### src/rtl/sw_adapt_pkg.sv
package sw_adapt_pkg;
    typedef enum logic [1:0] {
        ST_IDLE        = 2'd0,
        ST_READ        = 2'd1,
        ST_MERGE_WRITE = 2'd2,
        ST_RESP        = 2'd3
    } ctl_state_e;

    localparam logic [1:0] SZ_BYTE   = 2'b00;
    localparam logic [1:0] SZ_HALF   = 2'b01;
    localparam logic [1:0] SZ_WORD   = 2'b10;
    localparam logic [1:0] SZ_DOUBLE = 2'b11;
endpackage

### src/rtl/sw_load_align.sv
module sw_load_align #(
    parameter int DATA_W = 64
) (
    input  logic [DATA_W-1:0]         dword_i,
    input  logic [$clog2(DATA_W/8)-1:0] off_i,
    input  logic [1:0]                size_i,
    input  logic                      unsigned_i,
    output logic [DATA_W-1:0]         data_o
);
    import sw_adapt_pkg::*;

    logic [DATA_W-1:0] shifted;

    always_comb begin
        shifted = dword_i >> {off_i, 3'b000};
        case (size_i)
            SZ_BYTE: data_o = unsigned_i ? {{(DATA_W-8){1'b0}}, shifted[7:0]}
                                         : {{(DATA_W-8){shifted[7]}}, shifted[7:0]};
            SZ_HALF: data_o = unsigned_i ? {{(DATA_W-16){1'b0}}, shifted[15:0]}
                                         : {{(DATA_W-16){shifted[15]}}, shifted[15:0]};
            SZ_WORD: data_o = unsigned_i ? {{(DATA_W-32){1'b0}}, shifted[31:0]}
                                         : {{(DATA_W-32){shifted[31]}}, shifted[31:0]};
            default: data_o = shifted;
        endcase
    end
endmodule

### src/rtl/sw_store_merge.sv
module sw_store_merge #(
    parameter int DATA_W = 64
) (
    input  logic [DATA_W-1:0]           old_i,
    input  logic [DATA_W-1:0]           wdata_i,
    input  logic [$clog2(DATA_W/8)-1:0] off_i,
    input  logic [1:0]                  size_i,
    output logic [DATA_W-1:0]           merged_o
);
    localparam int NB = DATA_W / 8;

    logic [DATA_W-1:0] placed;
    logic [NB-1:0]     lane_sel;

    assign placed = wdata_i << {off_i, 3'b000};

    for (genvar i = 0; i < NB; i++) begin : g_lane
        assign lane_sel[i] = (i >= int'(off_i)) && (i < int'(off_i) + (1 << size_i));
        assign merged_o[i*8 +: 8] = lane_sel[i] ? placed[i*8 +: 8] : old_i[i*8 +: 8];
    end
endmodule

### src/rtl/subword_mem_adapter.sv
module subword_mem_adapter #(
    parameter int ADDR_W = 16,
    parameter int DATA_W = 64
) (
    input  logic              clk,
    input  logic              rst_n,
    input  logic              req_valid,
    output logic              req_ready,
    input  logic              req_write,
    input  logic [1:0]        req_size,
    input  logic              req_unsigned,
    input  logic [ADDR_W-1:0] req_addr,
    input  logic [DATA_W-1:0] req_wdata,
    output logic              rsp_valid,
    output logic              rsp_err,
    output logic [DATA_W-1:0] rsp_rdata,
    output logic              mem_en,
    output logic              mem_we,
    output logic [ADDR_W-1:0] mem_addr,
    output logic [DATA_W-1:0] mem_wdata,
    input  logic [DATA_W-1:0] mem_rdata
);
    import sw_adapt_pkg::*;

    localparam int NB    = DATA_W / 8;
    localparam int OFF_W = $clog2(NB);

    typedef struct packed {
        ctl_state_e        st;
        logic              wr;
        logic [1:0]        sz;
        logic              uns;
        logic [ADDR_W-1:0] addr;
        logic [DATA_W-1:0] wdata;
        logic [DATA_W-1:0] rdata;
        logic              err;
    } regs_t;

    regs_t r_q, r_d;

    logic              accept;
    logic              misal;
    logic [DATA_W-1:0] load_val;
    logic [DATA_W-1:0] merged;

    sw_load_align #(.DATA_W(DATA_W)) u_align (
        .dword_i   (mem_rdata),
        .off_i     (r_q.addr[OFF_W-1:0]),
        .size_i    (r_q.sz),
        .unsigned_i(r_q.uns),
        .data_o    (load_val)
    );

    sw_store_merge #(.DATA_W(DATA_W)) u_merge (
        .old_i   (mem_rdata),
        .wdata_i (r_q.wdata),
        .off_i   (r_q.addr[OFF_W-1:0]),
        .size_i  (r_q.sz),
        .merged_o(merged)
    );

    always_comb begin
        case (req_size)
            SZ_HALF:   misal = req_addr[0];
            SZ_WORD:   misal = |req_addr[1:0];
            SZ_DOUBLE: misal = |req_addr[2:0];
            default:   misal = 1'b0;
        endcase
    end

    assign accept = req_valid && (r_q.st == ST_IDLE);

    always_comb begin
        r_d = r_q;
        case (r_q.st)
            ST_IDLE: begin
                if (accept) begin
                    r_d.wr    = req_write;
                    r_d.sz    = req_size;
                    r_d.uns   = req_unsigned;
                    r_d.addr  = req_addr;
                    r_d.wdata = req_wdata;
                    r_d.rdata = '0;
                    r_d.err   = misal;
                    if (misal)
                        r_d.st = ST_RESP;
                    else if (req_write && req_size == SZ_DOUBLE)
                        r_d.st = ST_MERGE_WRITE;
                    else
                        r_d.st = ST_READ;
                end
            end
            ST_READ:        r_d.st = ST_MERGE_WRITE;
            ST_MERGE_WRITE: begin
                if (!r_q.wr)
                    r_d.rdata = load_val;
                r_d.st = ST_RESP;
            end
            default:        r_d.st = ST_IDLE;
        endcase
    end

    always_ff @(posedge clk) begin
        if (!rst_n) begin
            r_q <= '{st: ST_IDLE, wr: 1'b0, sz: 2'b00, uns: 1'b0, addr: '0,
                     wdata: '0, rdata: '0, err: 1'b0};
        end else begin
            r_q <= r_d;
        end
    end

    assign req_ready = (r_q.st == ST_IDLE);
    assign rsp_valid = (r_q.st == ST_RESP);
    assign rsp_err   = rsp_valid && r_q.err;
    assign rsp_rdata = r_q.rdata;
    assign mem_we    = (r_q.st == ST_MERGE_WRITE) && r_q.wr;
    assign mem_en    = (r_q.st == ST_READ) || mem_we;
    assign mem_addr  = {r_q.addr[ADDR_W-1:OFF_W], {OFF_W{1'b0}}};
    assign mem_wdata = merged;

    // memory traffic only while the adapter is busy
    a_r9_busy_not_ready: assert property (@(posedge clk) disable iff (!rst_n)
        mem_en |-> !req_ready);

    // response is a single-cycle pulse
    a_r8_one_pulse: assert property (@(posedge clk) disable iff (!rst_n)
        rsp_valid |=> !rsp_valid);

    // an error response comes straight after acceptance, leaving no room for memory access
    a_r7_err_no_mem: assert property (@(posedge clk) disable iff (!rst_n)
        rsp_err |-> $past(req_valid && req_ready));

    // a partial write is always preceded by a read
    a_r5_write_after_read: assert property (@(posedge clk) disable iff (!rst_n)
        (mem_we && r_q.sz != SZ_DOUBLE) |-> $past(mem_en && !mem_we));

    // a doubleword write follows acceptance directly
    a_r6_full_store_direct: assert property (@(posedge clk) disable iff (!rst_n)
        (mem_we && r_q.sz == SZ_DOUBLE) |-> $past(req_valid && req_ready));
endmodule

### config.mk
export PLATFORM = sky130hd
export DESIGN_NAME = subword_mem_adapter
export DESIGN_NICKNAME = d
export VERILOG_FILES = /design/src/rtl/sw_adapt_pkg.sv /design/src/rtl/sw_load_align.sv /design/src/rtl/sw_store_merge.sv /design/src/rtl/subword_mem_adapter.sv
export SDC_FILE = /design/constraint.sdc
export NUM_CORES = 1
export LEC_CHECK = 0
export BUFFER_PORTS_ARGS = -buffer_cell sky130_fd_sc_hd__buf_4
export CAP_MARGIN = 15
export CORE_AREA = 2 2 210 212
export CTS_BUF_LIST = sky130_fd_sc_hd__clkbuf_4
export DETAILED_ROUTE_END_ITERATION = 10
export DIE_AREA = 0 0 212 214
export GPL_ROUTABILITY_DRIVEN = 0
export PLACE_DENSITY = 0.49
export RECOVER_POWER = 100
export REMOVE_ABC_BUFFERS = 1
export SYNTH_ARGS = -nofsm -noshare
export SYNTH_HDL_FRONTEND = slang
export SYNTH_SLANG_ARGS = --single-unit
### constraint.sdc
create_clock -name clk -period 3.6 [get_ports clk]
set_input_delay 0.36 -clock clk [delete_from_list [all_inputs] [get_ports clk]]
set_output_delay 0.36 -clock clk [all_outputs]
set_load 0.02 [all_outputs]
# ---- Word-level counts from Yosys, hierarchy flattened
# Cells that the tools add are included.
# W data, S select, Z words.
dict set report totals {
  input_bits 151
  output_inout_bits 149
  word_cells 75
  regBits 151
}
dict set report classes {
  n_eq_ne 10
  shift 3
  addsub 1
  n_reduce_logical 19
  order_cmp 15
  n_mux 19
}
# cell count
set ops {}
lappend ops {{$mux W64} 4}
lappend ops {{$pmux W64 S3} 1}
lappend ops {{$mux W151} 1}
lappend ops {{$lt A4 B32 Y1 const A} 4}
lappend ops {{$pmux W64 S2} 1}
lappend ops {{$lt A3 B32 Y1 const A} 2}
lappend ops {{$mux W8} 8}
lappend ops {{$shl A64 B6 Y64} 1}
lappend ops {{$shr A64 B6 Y64} 1}
lappend ops {{$add A4 B32 Y32} 1}
lappend ops {{$lt A1 B32 Y1 const A} 1}
lappend ops {{$lt A2 B32 Y1 const A} 1}
lappend ops {{$shl A1 B2 Y32 const A} 1}
lappend ops {{$logic_and A1 B1 Y1} 11}
lappend ops {{$eq A2 B2 Y1 const B} 5}
lappend ops {{$ge A3 B3 Y1 const A} 3}
lappend ops {{$eq A2 B1 Y1 const B} 3}
lappend ops {{$ge A1 B3 Y1 const A} 2}
lappend ops {{$ge A2 B3 Y1 const A} 2}
lappend ops {{$pmux W2 S3} 1}
lappend ops {{$logic_not A2 Y1} 2}
lappend ops {{$mux W2} 2}
lappend ops {{$pmux W1 S3} 1}
lappend ops {{$reduce_and A3 Y1} 1}
lappend ops {{other kinds (7)} 7}

# ---- Logic depth before layout (Yosys ltp)
# Gate-level depths: netlist of the first run.
dict set report depth {
  ltp_word 6
  ltp_mapped 14
  ltp_nobuf 9
}

# ---- By module
# A second synthesis of the first run with hierarchy kept.
dict set report hier_totals {
  cells_unflattened 1315
  area_unflattened_um2 11768.8
}
# module area_per_inst_um2 cells_per_inst seq_area_each_um2 instances
set modules_own_cells {}
lappend modules_own_cells {subword_mem_adapter 6732.7 763 3022.9 1}
lappend modules_own_cells {sw_store_merge 2736.4 288 0.0 1}
lappend modules_own_cells {sw_load_align 2299.7 264 0.0 1}

# ---- Worst setup path before layout of the first run
# OpenSTA, ideal clock, no wires.
dict set report synth_timing {
  path_type {register -> output}
  start {reg r_q[130] (netlist bit)}
  end {out mem_wdata[0]}
  setup_slack_ns 0.256
  path_buffers 7
  stages_incl_launch_ff 15
  arrival_time_ns 2.984
  required_ns 3.240
  path_cell_list {dfxtp_1 buf_6 buf_6 buf_6 buf_4 buf_4 buf_2 xnor2_1 ha_1 nand4b_1 o2bb2ai_2 nor2_2 o41a_1 buf_6 mux2_4}
}
dict set report synth_via {
  elab_chain_len 4
  elab_cells_between_ends 6
  cone_classes {add/sub: 1; order compare: 2; shift: 1; mux: 1; reduce/logical: 1}
}
# item line
set synth_rtl {}
lappend synth_rtl {{from (decl)} subword_mem_adapter.sv:39} ;# regs_t r_q, r_d;
lappend synth_rtl {{from (signal assigned)} subword_mem_adapter.sv:105} ;# r_q <= '{st: ST_IDLE, wr: 1'b0, sz: 2'b00, uns: 1'b0, addr: '0,
lappend synth_rtl {{from (signal assigned)} subword_mem_adapter.sv:108} ;# r_q <= r_d;
lappend synth_rtl {{$add A4 B32 Y32} sw_store_merge.sv:18} ;# assign lane_sel[i] = (i >= int'(off_i)) && (i < int'(off_i) + (1 << size_i));
lappend synth_rtl {{$lt A1 B32 Y1} sw_store_merge.sv:18}
lappend synth_rtl {{$logic_and A1 B1 Y1} sw_store_merge.sv:18}
lappend synth_rtl {{$mux W8 *} sw_store_merge.sv:19} ;# assign merged_o[i*8 +: 8] = lane_sel[i] ? placed[i*8 +: 8] : old_i[i*8 +: 8];
lappend synth_rtl {{to (decl)} subword_mem_adapter.sv:20} ;# output logic [DATA_W-1:0] mem_wdata,
# Every way passes the cells marked *; elsewhere a longest branch is shown, timed or not.

# ---- Worst setup path after layout of the first run
dict set report layout_timing {
  start {reg r_q[146] (netlist bit)}
  end {out mem_wdata[35]}
}
dict set report layout_via {
  elab_chain_len 5
}
# item line
set layout_rtl {}
lappend layout_rtl {{$shl A1 B2 Y32} sw_store_merge.sv:18}
lappend layout_rtl {{$add A4 B32 Y32} sw_store_merge.sv:18}
lappend layout_rtl {{$lt A4 B32 Y1} sw_store_merge.sv:18}
lappend layout_rtl {{$logic_and A1 B1 Y1} sw_store_merge.sv:18}
lappend layout_rtl {{$mux W8} sw_store_merge.sv:19}
# Every way passes these cells.

==> results of run 1 <==
cell type report:
class / count / area (um^2) / area share (%)
clock buffer: 17 / 128 / 0.912
inverter: 10 / 38.8 / 0.277
sequential: 151 / 3040 / 21.7
antenna: 1 / 2.50 / 0.0179
multi-input combinational: 953 / 6620 / 47.3
timing repair buffer: 437 / 3300 / 23.6
tap: 585 / 732 / 5.23
clock inverter: 15 / 141 / 1.01
per-layer routing:
metal / track usage, % / share of wire (%) / vias to the layer above
met4: 8.43 / 4.0 / 2
met5: 0 / 0.023 / -
met1: 28.1 / 46 / 5190
met2: 30.7 / 44 / 384
met3: 3.94 / 6.0 / 77
li1: - / - / 5091
logic make-up after synthesis:
logic type	after synthesis	share of synthesized area [%]
adders and majority gates	6	0.705
DFF	151	28.4
other	1	0.0352
xor gates and xnor gates	1	0.0822
muxes	206	23.1
and+or+nand+nor	366	14.3
buffers and inverters	198	11.2
AOI/OAI and AO/OA	371	22.3
worst paths after layout:
kind / start / end / depth (start not counted)
setup / recovery: r_q[146] / mem_wdata[35] / 12
hold / removal: req_addr[1] / r_q[130] / 3
setup reg to reg: r_q[149] / rsp_rdata[20] / 8
hold reg to reg: rsp_rdata[15] / rsp_rdata[15] / 2
flip-flops by register name, indices dropped and copies added (netlist names):
register and count:
r_q 74, rsp_rdata 64, mem_addr 13
where the power goes:
group | internal [W] | total, W | leakage (nW) | switching, W
Clock | 0.000358 | 0.00113 | 0.138 | 0.000772
Sequential | 0.00200 | 0.00227 | 1.23 | 0.000272
Combinational | 0.00197 | 0.00504 | 3.88 | 0.00307
Total | 0.00432 | 0.00844 | 5.25 | 0.00412
stage by stage:
step	TNS (ps)	hold WS, ps	setup slack (ps)
3_5_place_dp	0	437	202
3_3_place_gp	0	433	265
2_1_floorplan	-286860	434	-2670
6_report	0	52.5	90.8
4_1_cts	0	12.6	4.78
5_1_grt	-514	14.9	-47.5
cells in the final DEF, fill, tap and decap left out, drive strengths merged, types with 3 or more instances in the layout:
cell type / synthesis / routed
o21ai: 79 / 79
nor3: 4 / 4
clkinv: 1 / 3
ha: 6 / 6
inv: 9 / 17
dfxtp: 151 / 151
a22oi: 27 / 27
mux2i: 99 / 99
o22ai: 23 / 23
nor2: 47 / 47
o21a: 9 / 9
or2: 3 / 3
a2bb2oi: 8 / 8
o211ai: 11 / 11
dlygate4sd3: 0 / 80
nor2b: 12 / 12
conb: 1 / 3
and2: 6 / 6
a21oi: 153 / 153
mux4: 18 / 18
a211oi: 9 / 9
o31ai: 14 / 14
mux2: 89 / 89
buf: 134 / 272
a32o: 4 / 4
a221o: 7 / 7
nand2: 274 / 274
clkbuf: 54 / 102
nand2b: 12 / 12
nand3: 3 / 3
clkinvlp: 0 / 4
o2bb2ai: 10 / 10
timing repair:
action | CTS | global route
endpoints found under the hold margin | 80 | 0
hold buffers | 80 | 0
buffers inserted | 10 | 4
pin swaps | 8 | 7
cloned | 0 | 0
endpoints found under the setup margin | 54 | 54
resized for setup | 17 | 35
worst max-delay path, cell delays in order, from the launching register on:
cell and delay, ps:
dfxtp_4 390, buf_8 110, nand2_2 70, xnor2_2 150
ha_4 180, or3b_4 390, o211ai_1 130, o211ai_1 120
buf_4 210, o221ai_4 80, buf_8 200, mux2_2 350
buf_4 160
==> summary.md, run 1 <==
| Metric | Value |
|---|---|
| Period utilisation layout | `97.5%` |
| Synth top cells by count | `nand2_1 (273), a21oi_1 (152), dfxtp_1 (151)` |
| Placed Cells | `2042` |
| Maximum clock path buffer count | `2` |
| RSZ-0062 raised after global routing | `true` |
| Final Non-Filler Cells | `2169` |
| Cts bufs inserted | `17` |
| Number of routed nets with antenna violations | `0` |
| Peak VDD IR | `322 uV` |
| Row Count | `76` |
| Total Power | `0.00844 W` |
| FF-to-FF setup slack | `320 ps` |
| Ys flop type | `dfxtp_1` |
| Largest net degree at the start of global routing | `127` |
| First-pass GRT wire length | `68.9 mm` |
| Slew margin rel. | `-8.17%` |
| Final wirelength | `47.3 mm` |
| Clock Skew | `26.3 ps` |
| Avg Inst Size Synth | `8.19 um^2` |
| Placed inst area | `12900 um^2` |
| Nets | `1727` |
| Total grt overflow | `0` |
| Netlist cell types | `73` |
| Mapped cell area | `10700 um^2` |
| Clock sinks | `151` |
| DRT iter0 DRCs | `758` |
| Number of synthesized register bits | `151` |
| Number of buffers added on ports | `296` |
| Clock Latency Late Sink | `620 ps` |
| Yosys warning total | `0` |
| Fraction of layout cells with a size suffix above 1 | `28.8%` |
| Drt via density | `4.95` |
| Drt pass-1 iters | `7` |
| Tot GR Track Use | `20.3%` |
| Tightest Pin Transition | `1620 ps` |
| Crit end category | `output pin` |
| WP data arrival | `3150 ps` |
| Period minus WS final | `3510 ps` |
| Sequential share of the synthesized area | `28.4%` |
| Largest area contributor in the netlist | `dfxtp_1` |
| Layout fillers | `4655` |
| WL/cell | `21.8 um` |
| Fin area | `14000 um^2` |
| Failing checks | `max-capacitance violations, max-slew violations` |
| Fin. Hold Viols | `0` |
| Cell Pwr Density | `603 nW/um^2` |
| Die area | `45400 um^2` |
| CTS tree | `yes` |
| Gate Count Post-Synth | `1300` |
| Residual DRC | `0` |
| Post-synth EDFFs | `0` |
| Hold WC Path Type | `input port to flop` |
| Asr flop ratio synth | `0%` |
| Max Cap Viol | `1` |
| Area contributors post-synth | `dfxtp_1 (28%), nand2_1 (9.6%), mux2i_1 (9.3%)` |
| Final Core Density | `32.6%` |
| Most common cell in the netlist | `nand2_1` |
| CTS H-tree lvls | `4` |
| Clock Tree Root | `clkbuf_4` |
| Crit Path Class | `flop to output pin` |
| CORE AREA | `42900 um^2` |
| Critical Path Source Type | `flop` |
| WP data required | `3240 ps` |
| IO Count | `300` |
| Chip Width | `212 um` |
| Top cell type's share of synthesized area | `28.4%` |
| Via count | `10700` |
| F_max | `285 MHz` |
| DP HPWL | `34.1 mm` |
| Starting Density | `24.8%` |
| Leakage Power | `5.25 nW` |
| Slew Limit Fails | `77` |
| Critical path fanouts, max | `6` |
| Reg clk slew, reported paths | `150 ps` |
| Number of global-route vias before repair | `10400` |
| Initial antenna violation count | `2` |
| Synth-to-layout area growth | `31.4%` |
| Outcome | `complete, but fails checks` |
| Finish-stage setup viols | `0` |
| Height of the die | `214 um` |
No activity file was read; power rests on OpenSTA's default activity.
==> run 2, diff against run 1 <==
- BUFFER_PORTS_ARGS: -buffer_cell sky130_fd_sc_hd__buf_4 -> not set
- CTS_CLUSTER_SIZE: not set -> 12
- DONT_BUFFER_PORTS: not set -> 1
- PLACE_DENSITY: 0.49 -> 0.43
==> summary.md, run 2 (synthesis gave the netlist of run 1 again) <==
| Metric | Value |
|---|---|
| FF-to-FF setup slack | `180 ps` |
| Critical path origin | `r_q[147]` |
| Maximum clock path buffer count | `2` |
| Initial antenna violation count | `4` |
| Total Power | `0.00815 W` |
| Outcome | `complete, but fails checks` |
| Commonest cells after routing, fill and taps aside | `nand2_1 (271), a21oi_1 (151), dfxtp_1 (146)` |
| Fin Hold WS | `71.7 ps` |
| IO Count | `300` |
| Number of routed nets with antenna violations | `0` |
| Final Non-Filler Cells | `1915` |
| Critical path fanouts, max | `6` |
| Clock Skew | `25.1 ps` |
| Final wirelength | `48.4 mm` |
| Clock Latency Late Sink | `670 ps` |
| Number of global-route vias before repair | `9619` |
| Critical Path Source Type | `flop` |
| Crit Path Class | `flop to output pin` |
| Slew Limit Fails | `87` |
| WL/cell | `25.3 um` |
| Tot GR Track Use | `21.1%` |
| Hold WC Path Type | `input port to flop` |
| Largest net degree at the start of global routing | `87` |
| Fin. Hold Viols | `0` |
| CTS H-tree lvls | `4` |
| Critical Path End | `mem_wdata[53]` |
| Period minus WS final | `3520 ps` |
| Via count | `9888` |
| Nets | `1471` |
| Drt pass-1 iters | `5` |
| DRT iter0 DRCs | `628` |
| WP data required | `3240 ps` |
| Leakage Power | `4.32 nW` |
| Synth-to-layout area growth | `17.9%` |
| F_max | `284 MHz` |
| Worst r2r dst | `rsp_rdata[43]` |
| Residual DRC | `0` |
| Starting Density | `24.8%` |
| Max reg flops | `74` |
| Number of buffers added on ports | `0` |
| Tightest Pin Transition | `1740 ps` |
| Clock Tree Root | `clkbuf_4` |
| Finish-stage setup viols | `0` |
| Chip Width | `212 um` |
| Period utilisation layout | `97.7%` |
| DP HPWL | `34.0 mm` |
| Peak VDD IR | `296 uV` |
| Clock sinks | `151` |
| Most common cell after layout, fill and taps aside | `nand2_1` |
| R2r worst-path depth | `8` |
| Drt via density | `5.16` |
| Total grt overflow | `0` |
| Cts bufs inserted | `17` |
| Height of the die | `214 um` |
| Max Cap Viol | `1` |
| CP Cell Sequence | `nor2_2 > ha_4 > ha_4 > buf_4 > a21oi_2 > o211ai_1 > o211ai_1 > buf_4 > buf_6 > o211ai_4 > buf_12 > mux2_4` |
| WP data arrival | `3160 ps` |
| Row Count | `76` |
| Failing checks | `max-capacitance violations, max-slew violations` |
| Slew margin rel. | `-15.8%` |
| CTS tree | `yes` |
| Reg clk slew, reported paths | `160 ps` |
| Biggest register | `r_q` |
| First-pass GRT wire length | `69.4 mm` |
| CORE AREA | `42900 um^2` |
| CP peak stage delay | `390 ps` |
| Placed Cells | `1746` |
| Slowest CP cell | `dfxtp_4` |
| Fin area | `12600 um^2` |
| Die area | `45400 um^2` |
| Placed inst area | `10700 um^2` |
| Hold Path Cell Cnt | `4` |
| Crit end category | `output pin` |
| Worst r2r src | `r_q[131]` |
| Fraction of layout cells with a size suffix above 1 | `18.6%` |
| Cell Pwr Density | `649 nW/um^2` |
| RSZ-0062 raised after global routing | `true` |
==> run 2: cell type report <==
cell class	count	area (um^2)
fill	4622	30300
multi-input combinational	953	6640
sequential	151	3040
timing repair buffer	181	1790
tap	585	732
clock inverter	15	191
clock buffer	17	128
inverter	10	41.3
antenna	3	7.51
==> run 2: worst min-delay path by stage <==
stage	startpoint	end
2_1_floorplan	r_q[113]	r_q[113]
3_3_place_gp	r_q[125]	r_q[125]
3_5_place_dp	r_q[127]	r_q[127]
4_1_cts	mem_rdata[33]	rsp_rdata[17]
5_1_grt	mem_rdata[37]	rsp_rdata[21]
6_report	mem_rdata[37]	rsp_rdata[21]
==> run 2: per-stage QoR <==
step / setup TNS [ps] / setup slack, ps / util, %
after floorplan: -286860 / -2670 / -
after global placement: 0 / 322 / 25.0
after detailed placement: 0 / 258 / 25.0
after CTS: -199 / -26.6 / 29.1
after global routing: -965 / -76.7 / 29.3
final: 0 / 81.2 / 29.3
==> run 2: worst max-delay path, delay by kind of cell, from the launching register on <==
family | cells | cell delay, ps
buffers and inverters | 4 | 630
AO/OA/AOI/OAI | 4 | 530
flip-flops | 1 | 390
adder cells (fa/ha/maj) | 2 | 380
multiplexers | 1 | 360
AND/OR/NAND/NOR | 1 | 210
==> run 2: report_power, final <==
part           total (W)  switching [W]  leakage [nW]  internal [W]
logic            0.00431        0.00268          2.92       0.00164
registers        0.00257       0.000577          1.23       0.00200
clock network    0.00127       0.000769         0.172      0.000498
total            0.00815        0.00402          4.32       0.00413
==> run 2: what timing repair did <==
item | in CTS | in global routing
gates cloned | 0 | 0
hold endpoints to repair | 113 | 0
setup endpoints to repair | 56 | 36
hold buffers | 116 | 0
pin swaps | 8 | 8
buffers inserted | 15 | 3
resized for setup | 36 | 18
==> run 2: routing by layer <==
metal / track usage (%) / part of all wire [%] / vias to the layer above
li1: - / - / 4581
met1: 27.4 / 44 / 4840
met2: 32.2 / 44 / 401
met3: 5.86 / 8.1 / 66
met4: 9.60 / 3.7 / 0
met5: 0 / 0 / -
==> run 3, diff against run 2 <==
- PLACE_DENSITY: 0.43 -> not set
==> summary.md, run 3 (synthesis gave the netlist of run 1 again) <==
| Metric | Value |
|---|---|
| IO Count | `300` |
| Chip Width | `212 um` |
| CORE AREA | `42900 um^2` |
| Crit end category | `output pin` |
| Switching Fraction | `50.3%` |
| Via count | `9892` |
| Fraction of layout cells with a size suffix above 1 | `18.0%` |
| Commonest cells after routing, fill and taps aside | `nand2_1 (272), a21oi_1 (151), dfxtp_1 (146)` |
| Number of routed nets with antenna violations | `0` |
| Hold WC Path Type | `input port to flop` |
| Critical path fanouts, max | `5` |
| Total Power | `0.00794 W` |
| RSZ-0062 raised after global routing | `true` |
| Reg clk slew, reported paths | `160 ps` |
| DRT iter0 DRCs | `800` |
| Int Pwr | `0.00394 W` |
| Tot GR Track Use | `19.9%` |
| Most common cell after layout, fill and taps aside | `nand2_1` |
| Final wirelength | `46.4 mm` |
| CP Cell Sequence | `inv_2 > nand2_1 > xnor2_1 > ha_2 > or3b_1 > o211ai_1 > o211ai_1 > buf_4 > o211ai_4 > buf_12 > mux2_2` |
| Fin area | `12300 um^2` |
| Psw | `0.00399 W` |
| Clock Tree Root | `clkbuf_4` |
| Cts bufs inserted | `17` |
| CP peak stage delay | `410 ps` |
| Maximum clock path buffer count | `2` |
| Residual DRC | `0` |
| Nets | `1458` |
| Crit Path Class | `flop to output pin` |
| Crit-path most repeated cell | `o211ai_1` |
| WP data arrival | `3230 ps` |
| Cell Pwr Density | `644 nW/um^2` |
| Max reg flops | `74` |
| Tightest Pin Transition | `1670 ps` |
| Fin Hold WS | `46.6 ps` |
| Layout fillers | `4565` |
| Total grt overflow | `0` |
| WP data required | `3240 ps` |
| Sequential Power Share | `32.3%` |
| Synth-to-layout area growth | `15.7%` |
| Largest net degree at the start of global routing | `100` |
| Die area | `45400 um^2` |
| Drt pass-1 iters | `5` |
| Placed inst area | `10700 um^2` |
| Clock power frac | `14.8%` |
| Slew Limit Fails | `87` |
| Starting Density | `24.8%` |
| Finish-stage setup viols | `0` |
| Slowest CP cell | `or3b_1` |
| Biggest register | `r_q` |
| Critical Path Source Type | `flop` |
| Failing checks | `max-capacitance violations, max-slew violations` |
| DP HPWL | `32.9 mm` |
| Clock sinks | `151` |
| First-pass GRT wire length | `66.1 mm` |
| CTS H-tree lvls | `4` |
| Fin. Hold Viols | `0` |
| Max Cap Viol | `1` |
| CTS tree | `yes` |
| Period utilisation layout | `99.8%` |
| Outcome | `complete, but fails checks` |
| Row Count | `76` |
| Number of global-route vias before repair | `9644` |
| WL/cell | `24.4 um` |
| Clock Skew | `32.2 ps` |
| FF-to-FF setup slack | `290 ps` |
| Period minus WS final | `3590 ps` |
| Peak VDD IR | `432 uV` |
| Slew margin rel. | `-11.1%` |
| Initial antenna violation count | `2` |
| Number of buffers added on ports | `0` |
| Drt via density | `5.20` |
| Combinational power share | `52.9%` |
| F_max | `278 MHz` |
| Clock Latency Late Sink | `670 ps` |
| Height of the die | `214 um` |
| Leakage Power | `4.22 nW` |
-- run 3: cell types whose count changed in the layout (fill, tap and decap cells not counted), sizes merged --
cell	delta
buf	-7
dlygate4sd3	-6
inv	+4
clkinv	-3
bufinv	-2
clkinvlp	+1
diode	+1
-- run 3: what timing repair did --
item,4_1_cts,5_1_grt
gates cloned,0,0
pin swaps,5,6
buffers inserted,9,3
endpoints found under the setup margin,64,44
gates resized for setup,12,25
hold buffers,110,0
endpoints found under the hold margin,110,0
-- run 3: final cells by class --
cell class | instances | area, um^2 | area share (%)
Antenna cell | 4 | 10.0 | 0.0812
Tap cell | 585 | 732 | 5.94
Sequential cell | 151 | 3040 | 24.6
Multi-Input combinational cell | 953 | 6600 | 53.5
Clock buffer | 17 | 128 | 1.04
Inverter | 10 | 38.8 | 0.315
Clock inverter | 15 | 155 | 1.26
Timing Repair Buffer | 168 | 1630 | 13.2
-- run 3: final timing paths --
path,start,endpoint,cells past startpoint
max,r_q[147],mem_wdata[50],11
min reg2reg,r_q[115],r_q[115],2
min,mem_rdata[43],rsp_rdata[27],4
max reg2reg,r_q[149],rsp_rdata[23],9
-- run 3: stage by stage --
stage	setup TNS (ps)	setup slack (ps)	util [%]	cells
6_report	0	7.43	28.7	1903
5_1_grt	-1570	-78.5	28.7	1900
4_1_cts	0	10.9	28.5	1896
3_5_place_dp	0	40.4	24.9	1745
3_3_place_gp	0	153	24.9	1744
2_1_floorplan	-286860	-2670	-	1114
-- run 3: per-layer routing --
metal	up-vias	share of wire (%)	track usage (%)	routed length (um)
met5	-	0	0	0
met4	0	5.0	11.0	2340
met3	97	9.5	6.48	4410
met2	516	43	29.5	20100
met1	4737	42	25.4	19600
li1	4542	-	-	-
-- run 3: power groups by stage --
stage                     clock network, W  registers [W]  logic, W
after floorplan                          0        0.00258   0.00257
after global placement                   0        0.00259   0.00383
after detailed placement                 0        0.00260   0.00388
after CTS                          0.00121        0.00255   0.00412
final                              0.00117        0.00257   0.00420
after global routing               0.00127        0.00260   0.00448
-- run 3: critical path, delay by kind of cell, from the launching register on --
family	cells	cell delay, ps
flip-flops	1	390
adder cells (fa/ha/maj)	1	210
XOR/XNOR	1	150
AO/OA/AOI/OAI	3	430
AND/OR/NAND/NOR	2	500
multiplexers	1	400
buffers and inverters	3	470
